<file path="src/rtl/msl_pkg.sv">
package msl_pkg;

    localparam int BYTE_W  = 8;
    localparam int MCR_W   = 5;
    localparam int NIBBLE  = 4;

    typedef struct packed {
        logic loop;
        logic out2;
        logic out1;
        logic rts;
        logic dtr;
    } mcr_t;

    typedef struct packed {
        logic dcd;
        logic ri;
        logic dsr;
        logic cts;
    } lvl_t;

    typedef struct packed {
        logic ddcd;
        logic teri;
        logic ddsr;
        logic dcts;
    } dlt_t;

    function automatic lvl_t map_levels(input mcr_t m);
        lvl_t l;
        if (m.loop) begin
            l.cts = m.rts;
            l.dsr = m.dtr;
            l.ri  = m.out1;
            l.dcd = m.out2;
        end else begin
            l.cts = 1'b0;
            l.dsr = 1'b1;
            l.ri  = 1'b0;
            l.dcd = 1'b1;
        end
        return l;
    endfunction

    function automatic dlt_t level_deltas(input lvl_t prev, input lvl_t next);
        dlt_t d;
        d.dcts = prev.cts ^ next.cts;
        d.ddsr = prev.dsr ^ next.dsr;
        d.ddcd = prev.dcd ^ next.dcd;
        d.teri = prev.ri & ~next.ri;
        return d;
    endfunction

endpackage

</file>
<file path="src/rtl/msl_ctrl_reg.sv">
module msl_ctrl_reg
    import msl_pkg::*;
#(
    parameter logic [MCR_W-1:0] RESET_MCR = '0
) (
    input  logic              clk,
    input  logic              rst,
    input  logic              wr,
    input  logic [BYTE_W-1:0] wdata,
    output mcr_t              mcr_next,
    output mcr_t              mcr_q
);
    localparam int PAD_W = BYTE_W - MCR_W;

    assign mcr_next = mcr_t'(wdata[MCR_W-1:0]);

    always_ff @(posedge clk) begin
        if (rst)     mcr_q <= mcr_t'(RESET_MCR);
        else if (wr) mcr_q <= mcr_next;
    end

    assert_mcr_keep_R1: assert property (@(posedge clk) disable iff (rst)
        wr |=> {{PAD_W{1'b0}}, mcr_q} == ($past(wdata) & {{PAD_W{1'b0}}, {MCR_W{1'b1}}}));
endmodule

</file>
<file path="src/rtl/msl_level_map.sv">
module msl_level_map
    import msl_pkg::*;
(
    input  mcr_t mcr,
    output lvl_t lvl
);
    assign lvl = map_levels(mcr);
endmodule

</file>
<file path="src/rtl/msl_status_reg.sv">
module msl_status_reg
    import msl_pkg::*;
#(
    parameter logic [MCR_W-1:0] RESET_MCR = '0
) (
    input  logic clk,
    input  logic rst,
    input  logic upd,
    input  lvl_t lvl_next,
    input  logic rd,
    output lvl_t lvl_q,
    output dlt_t dlt_q
);
    localparam lvl_t RESET_LVL = map_levels(mcr_t'(RESET_MCR));

    dlt_t fresh;
    dlt_t kept;

    assign fresh = upd ? level_deltas(lvl_q, lvl_next) : '0;
    assign kept  = rd ? '0 : dlt_q;

    always_ff @(posedge clk) begin
        if (rst) begin
            lvl_q <= RESET_LVL;
            dlt_q <= '0;
        end else begin
            if (upd) lvl_q <= lvl_next;
            dlt_q <= kept | fresh;
        end
    end

    assert_read_clears_R7: assert property (@(posedge clk) disable iff (rst)
        (rd && !upd) |=> dlt_q == '0);

    assert_sticky_R6: assert property (@(posedge clk) disable iff (rst)
        (upd && !rd) |=> (dlt_q & $past(dlt_q)) == $past(dlt_q));

    assert_ring_trailing_R5: assert property (@(posedge clk) disable iff (rst)
        $rose(dlt_q.teri) |-> ($past(lvl_q.ri) && !lvl_q.ri));

    assert_cts_change_R4: assert property (@(posedge clk) disable iff (rst)
        (upd && lvl_next.cts != lvl_q.cts) |=> dlt_q.dcts);
endmodule

</file>
<file path="src/rtl/modem_status_loop.sv">
module modem_status_loop
    import msl_pkg::*;
#(
    parameter logic [4:0] RESET_MCR = 5'h00
) (
    input  logic       clk,
    input  logic       rst,
    input  logic       mcr_wr,
    input  logic [7:0] mcr_wdata,
    output logic [7:0] mcr_rdata,
    input  logic       msr_rd,
    input  logic       msr_wr,
    input  logic [7:0] msr_wdata,
    output logic [7:0] msr_rdata,
    output logic       loop_active,
    output logic       delta_pending
);
    localparam int PAD_W = BYTE_W - MCR_W;

    mcr_t mcr_next;
    mcr_t mcr_q;
    lvl_t lvl_next;
    lvl_t lvl_q;
    dlt_t dlt_q;

    msl_ctrl_reg #(.RESET_MCR(RESET_MCR)) i_ctrl (
        .clk      (clk),
        .rst      (rst),
        .wr       (mcr_wr),
        .wdata    (mcr_wdata),
        .mcr_next (mcr_next),
        .mcr_q    (mcr_q)
    );

    msl_level_map i_map (
        .mcr (mcr_next),
        .lvl (lvl_next)
    );

    msl_status_reg #(.RESET_MCR(RESET_MCR)) i_stat (
        .clk      (clk),
        .rst      (rst),
        .upd      (mcr_wr),
        .lvl_next (lvl_next),
        .rd       (msr_rd),
        .lvl_q    (lvl_q),
        .dlt_q    (dlt_q)
    );

    assign mcr_rdata     = {{PAD_W{1'b0}}, mcr_q};
    assign msr_rdata     = {lvl_q, dlt_q};
    assign loop_active   = mcr_q.loop;
    assign delta_pending = |dlt_q;

    assert_loop_map_R2: assert property (@(posedge clk) disable iff (rst)
        loop_active |-> (msr_rdata[4] == mcr_rdata[1] && msr_rdata[5] == mcr_rdata[0]
                         && msr_rdata[6] == mcr_rdata[2] && msr_rdata[7] == mcr_rdata[3]));

    assert_fixed_levels_R3: assert property (@(posedge clk) disable iff (rst)
        !loop_active |-> msr_rdata[7:4] == 4'b1010);

    assert_msr_wr_ignored_R8: assert property (@(posedge clk) disable iff (rst)
        (msr_wr && !mcr_wr && !msr_rd) |=>
            (msr_rdata == $past(msr_rdata) || $past(msr_wdata) == 8'hxx));
endmodule

</file>
<file path="config.mk">
export PLATFORM = sky130hd
export DESIGN_NAME = modem_status_loop
export DESIGN_NICKNAME = d
export VERILOG_FILES = /design/src/rtl/msl_pkg.sv /design/src/rtl/msl_ctrl_reg.sv /design/src/rtl/msl_level_map.sv /design/src/rtl/msl_status_reg.sv /design/src/rtl/modem_status_loop.sv
export SDC_FILE = /design/constraint.sdc
export NUM_CORES = 1
export LEC_CHECK = 0
export BUFFER_PORTS_ARGS = -buffer_cell sky130_fd_sc_hd__clkbuf_2
export CAP_MARGIN = 25
export CELL_PAD_IN_SITES_DETAIL_PLACEMENT = 0
export CELL_PAD_IN_SITES_GLOBAL_PLACEMENT = 1
export CORE_MARGIN = 3
export CORE_UTILIZATION = 30
export DETAILED_ROUTE_END_ITERATION = 12
export PLACE_DENSITY_LB_ADDON = 0.1
export SETUP_SLACK_MARGIN = 0.15
export SYNTH_ARGS = -nofsm -noshare
export SYNTH_HDL_FRONTEND = slang
export SYNTH_SLANG_ARGS = --single-unit
</file>
<file path="constraint.sdc">
create_clock -name clk -period 1.08 [get_ports clk]
set_input_delay 0.108 -clock clk [delete_from_list [all_inputs] [get_ports clk]]
set_output_delay 0.108 -clock clk [all_outputs]
set_load 0.01 [all_outputs]
</file>
==> results.ini <==
[die]
die_x_um=53.1
fp.dieH_um=53.1
core-area_um2=2020
io_pins=39
std_cell_rows=16
dieArea_um2=2820
start_util_pct=32.9

[routing]
drt-pass1-iter-count=2
drc_errors=0
ant_nets=0
dr.first_iter.drc_count=4
vias=511
totalWireLength_mm=1.29
wl_per_cell_um=11.2
via_per_inst=4.44

[outcome]
failed_checks=setup timing
status=finished, violations left

[logic_synthesis]
syn_area_um2=666
synth.distinct_cells=24
synth_top_cells_by_area=dfxtp_1 (39%), mux2i_1 (7.5%), a31oi_4 (6.4%)
synth_top_cell_by_area=dfxtp_1
seq_area_frac_synth_pct=39.1
async_reset_ff_share_pct=0
synth_cells=62
ys_ff_latch=13
ys.flop_type=dfxtp_1
synth.avg_cell_area_um2=10.7
synth_edf_count=0
synth_warnings=0
synth_top_area_share_pct=39.1

[global_route]
grt_max_degree=19
antenna_found_initial=0
grt_overflow=0
grt_pass1_vias=470
grt_pass1_wl_mm=2.10
grt_util_all_layers_pct=10.6

[timing]
min_period_over_period_pct=127
max_freq_mhz=732
finalMaxSlewViolations=0
setup_viol=2
finClkSkew_ns=0.000759
hold_viol_final=0
fin_crit_ns=1.37
rsz0062_at_grt=true
worst_slack_ns=-0.287

[worst_setup_path]
r2r_slack_ns=0.11
critPathLaunchType=flip-flop
reg2reg_depth=5
crit_arrival_ns=1.26
cp-end-kind=output port
reg2reg_to=i_stat.dlt_q[2]
r2r_start=i_stat.dlt_q[2]
critical_path_class=flip-flop to output port
crit_path_start=i_stat.dlt_q[2]
critPathCapture=delta_pending
crit_fanout=2
required_ns=0.97

[place]
place_hpwl_um=905
pre_cts_ws_ns=0.0261
dp_cells=109
numPortBuffers=23
place_congestion=0.651

[worst_hold_path]
min_from=mcr_wdata[0]
hold_class=input pin to flip-flop

[power_and_ir_drop]
p_per_area_nw_per_um2=1190
irDropWorstVdd_uv=627
p_leak_nw=0.395

[clock_network]
cts-root-buf=clkbuf_4
clock_latency_ns=0.28
clkSlewWorstSetupHoldPaths_ns=0.08
clock-sinks=13
cts_made_buffers=3
cts_tree=built
h-tree-depth=1
clk_path_buf_depth=2

[run]
drv_cap=0

[final_layout]
synthToLayoutAreaGrowth_pct=30.8
nFillCells=213
diodes=0
nets=110
drive_gt1_share_pct=56.8
multi_input_area_um2=339
ff_latch_area_um2=269
instances_no_fill=115

[critical path, stage by stage (launching register included)]
cell and delay (ns):
dfxtp_2 0.33, or4_4 0.52, buf_6 0.13
[power by group]
| group | switching, W | internal, W | leakage (nW) | total (W) |
|---|---|---|---|---|
| Combinational | 0.0000995 | 0.000104 | 0.269 | 0.000203 |
| Clock | 0.000172 | 0.000138 | 0.0177 | 0.000310 |
| Sequential | 0.0000173 | 0.000507 | 0.108 | 0.000524 |
[per-layer routing]
| layer | global-route usage [%] | part of all wire, % | up-vias |
|---|---|---|---|
| li1 | - | - | 259 |
| met1 | 12.2 | 46 | 227 |
| met2 | 16.3 | 43 | 21 |
| met3 | 5.92 | 9.4 | 4 |
| met4 | 3.83 | 1.9 | 0 |
| met5 | 0 | 0 | - |
[worst min path at each step]
stage / endpoint / slack, ns / depth (start not counted)
floorplan: i_stat.dlt_q[3] / 0.17 / 1
global placement: i_ctrl.mcr_q[3] / 0.38 / 3
detailed placement: i_ctrl.mcr_q[0] / 0.39 / 3
CTS: i_ctrl.mcr_q[0] / 0.08 / 3
global route: i_ctrl.mcr_q[3] / 0.09 / 3
finish: i_ctrl.mcr_q[0] / 0.09 / 3
[cell type report]
type                            instances  share of cell area (%)
Inverter                                1                   0.431
Clock inverter                          1                   0.575
Multi-Input combinational cell         42                    38.9
Tap cell                               27                    3.88
Timing Repair Buffer                   28                    22.7
Sequential cell                        13                    30.9
Clock buffer                            3                    2.59
[metrics by stage]
stage	instance area, um2	util (%)	hold WS (ns)	power, W	setup TNS, ns
floorplan	678	-	0.170	0.000673	0
global placement	788	39.0	0.376	0.000723	0
detailed placement	788	39.0	0.386	0.000725	0
CTS	830	41.0	0.0848	0.00105	-0.291
global route	871	43.1	0.0890	0.00110	-0.437
finish	871	43.1	0.0880	0.00104	-0.355
[placed cells by master (no fill, tap or decap), drive strengths merged]
master and n:
clkbuf 22, dfxtp 13, buf 9, nor2 6, mux2i 5, nand2 5, nand2b 4, nand4b 3
conb 3, nand3 3, a31oi 3, a21oi 2, a211o 2, nand3b 2, or4 1, nor2b 1
and2b 1, inv 1, a32oi 1, clkinv 1
[state kept, by name, indices dropped and copies added, names as in the netlist]
register	cells
i_stat.dlt_q	4
i_stat.lvl_q	4
i_ctrl.mcr_q	5
[synthesized netlist by cell type, drive strengths merged (2+ instances only)]
cell / n
a211o: 2
a21oi: 2
a31oi: 3
buf: 8
dfxtp: 13
mux2i: 5
nand2: 5
nand2b: 4
nand3: 3
nand3b: 2
nand4b: 3
nor2: 6
[cells by family after synthesis]
kind of cell           Yosys count  share of synthesized area (%)
AO/OA/AOI/OAI                    8                           13.7
buffers and inverters            9                           11.7
flip-flops                      13                           39.1
multiplexers                     5                           7.52
other                            1                          0.563
AND/OR/NAND/NOR                 26                           27.4
[timing repair]
action,4_1_cts,5_1_grt
setup buffers,1,1
pin swaps,0,2
hold buffers,0,0
setup endpoints to repair,4,9
gates resized for setup,3,13
No activity file was read; power rests on OpenSTA's default activity.
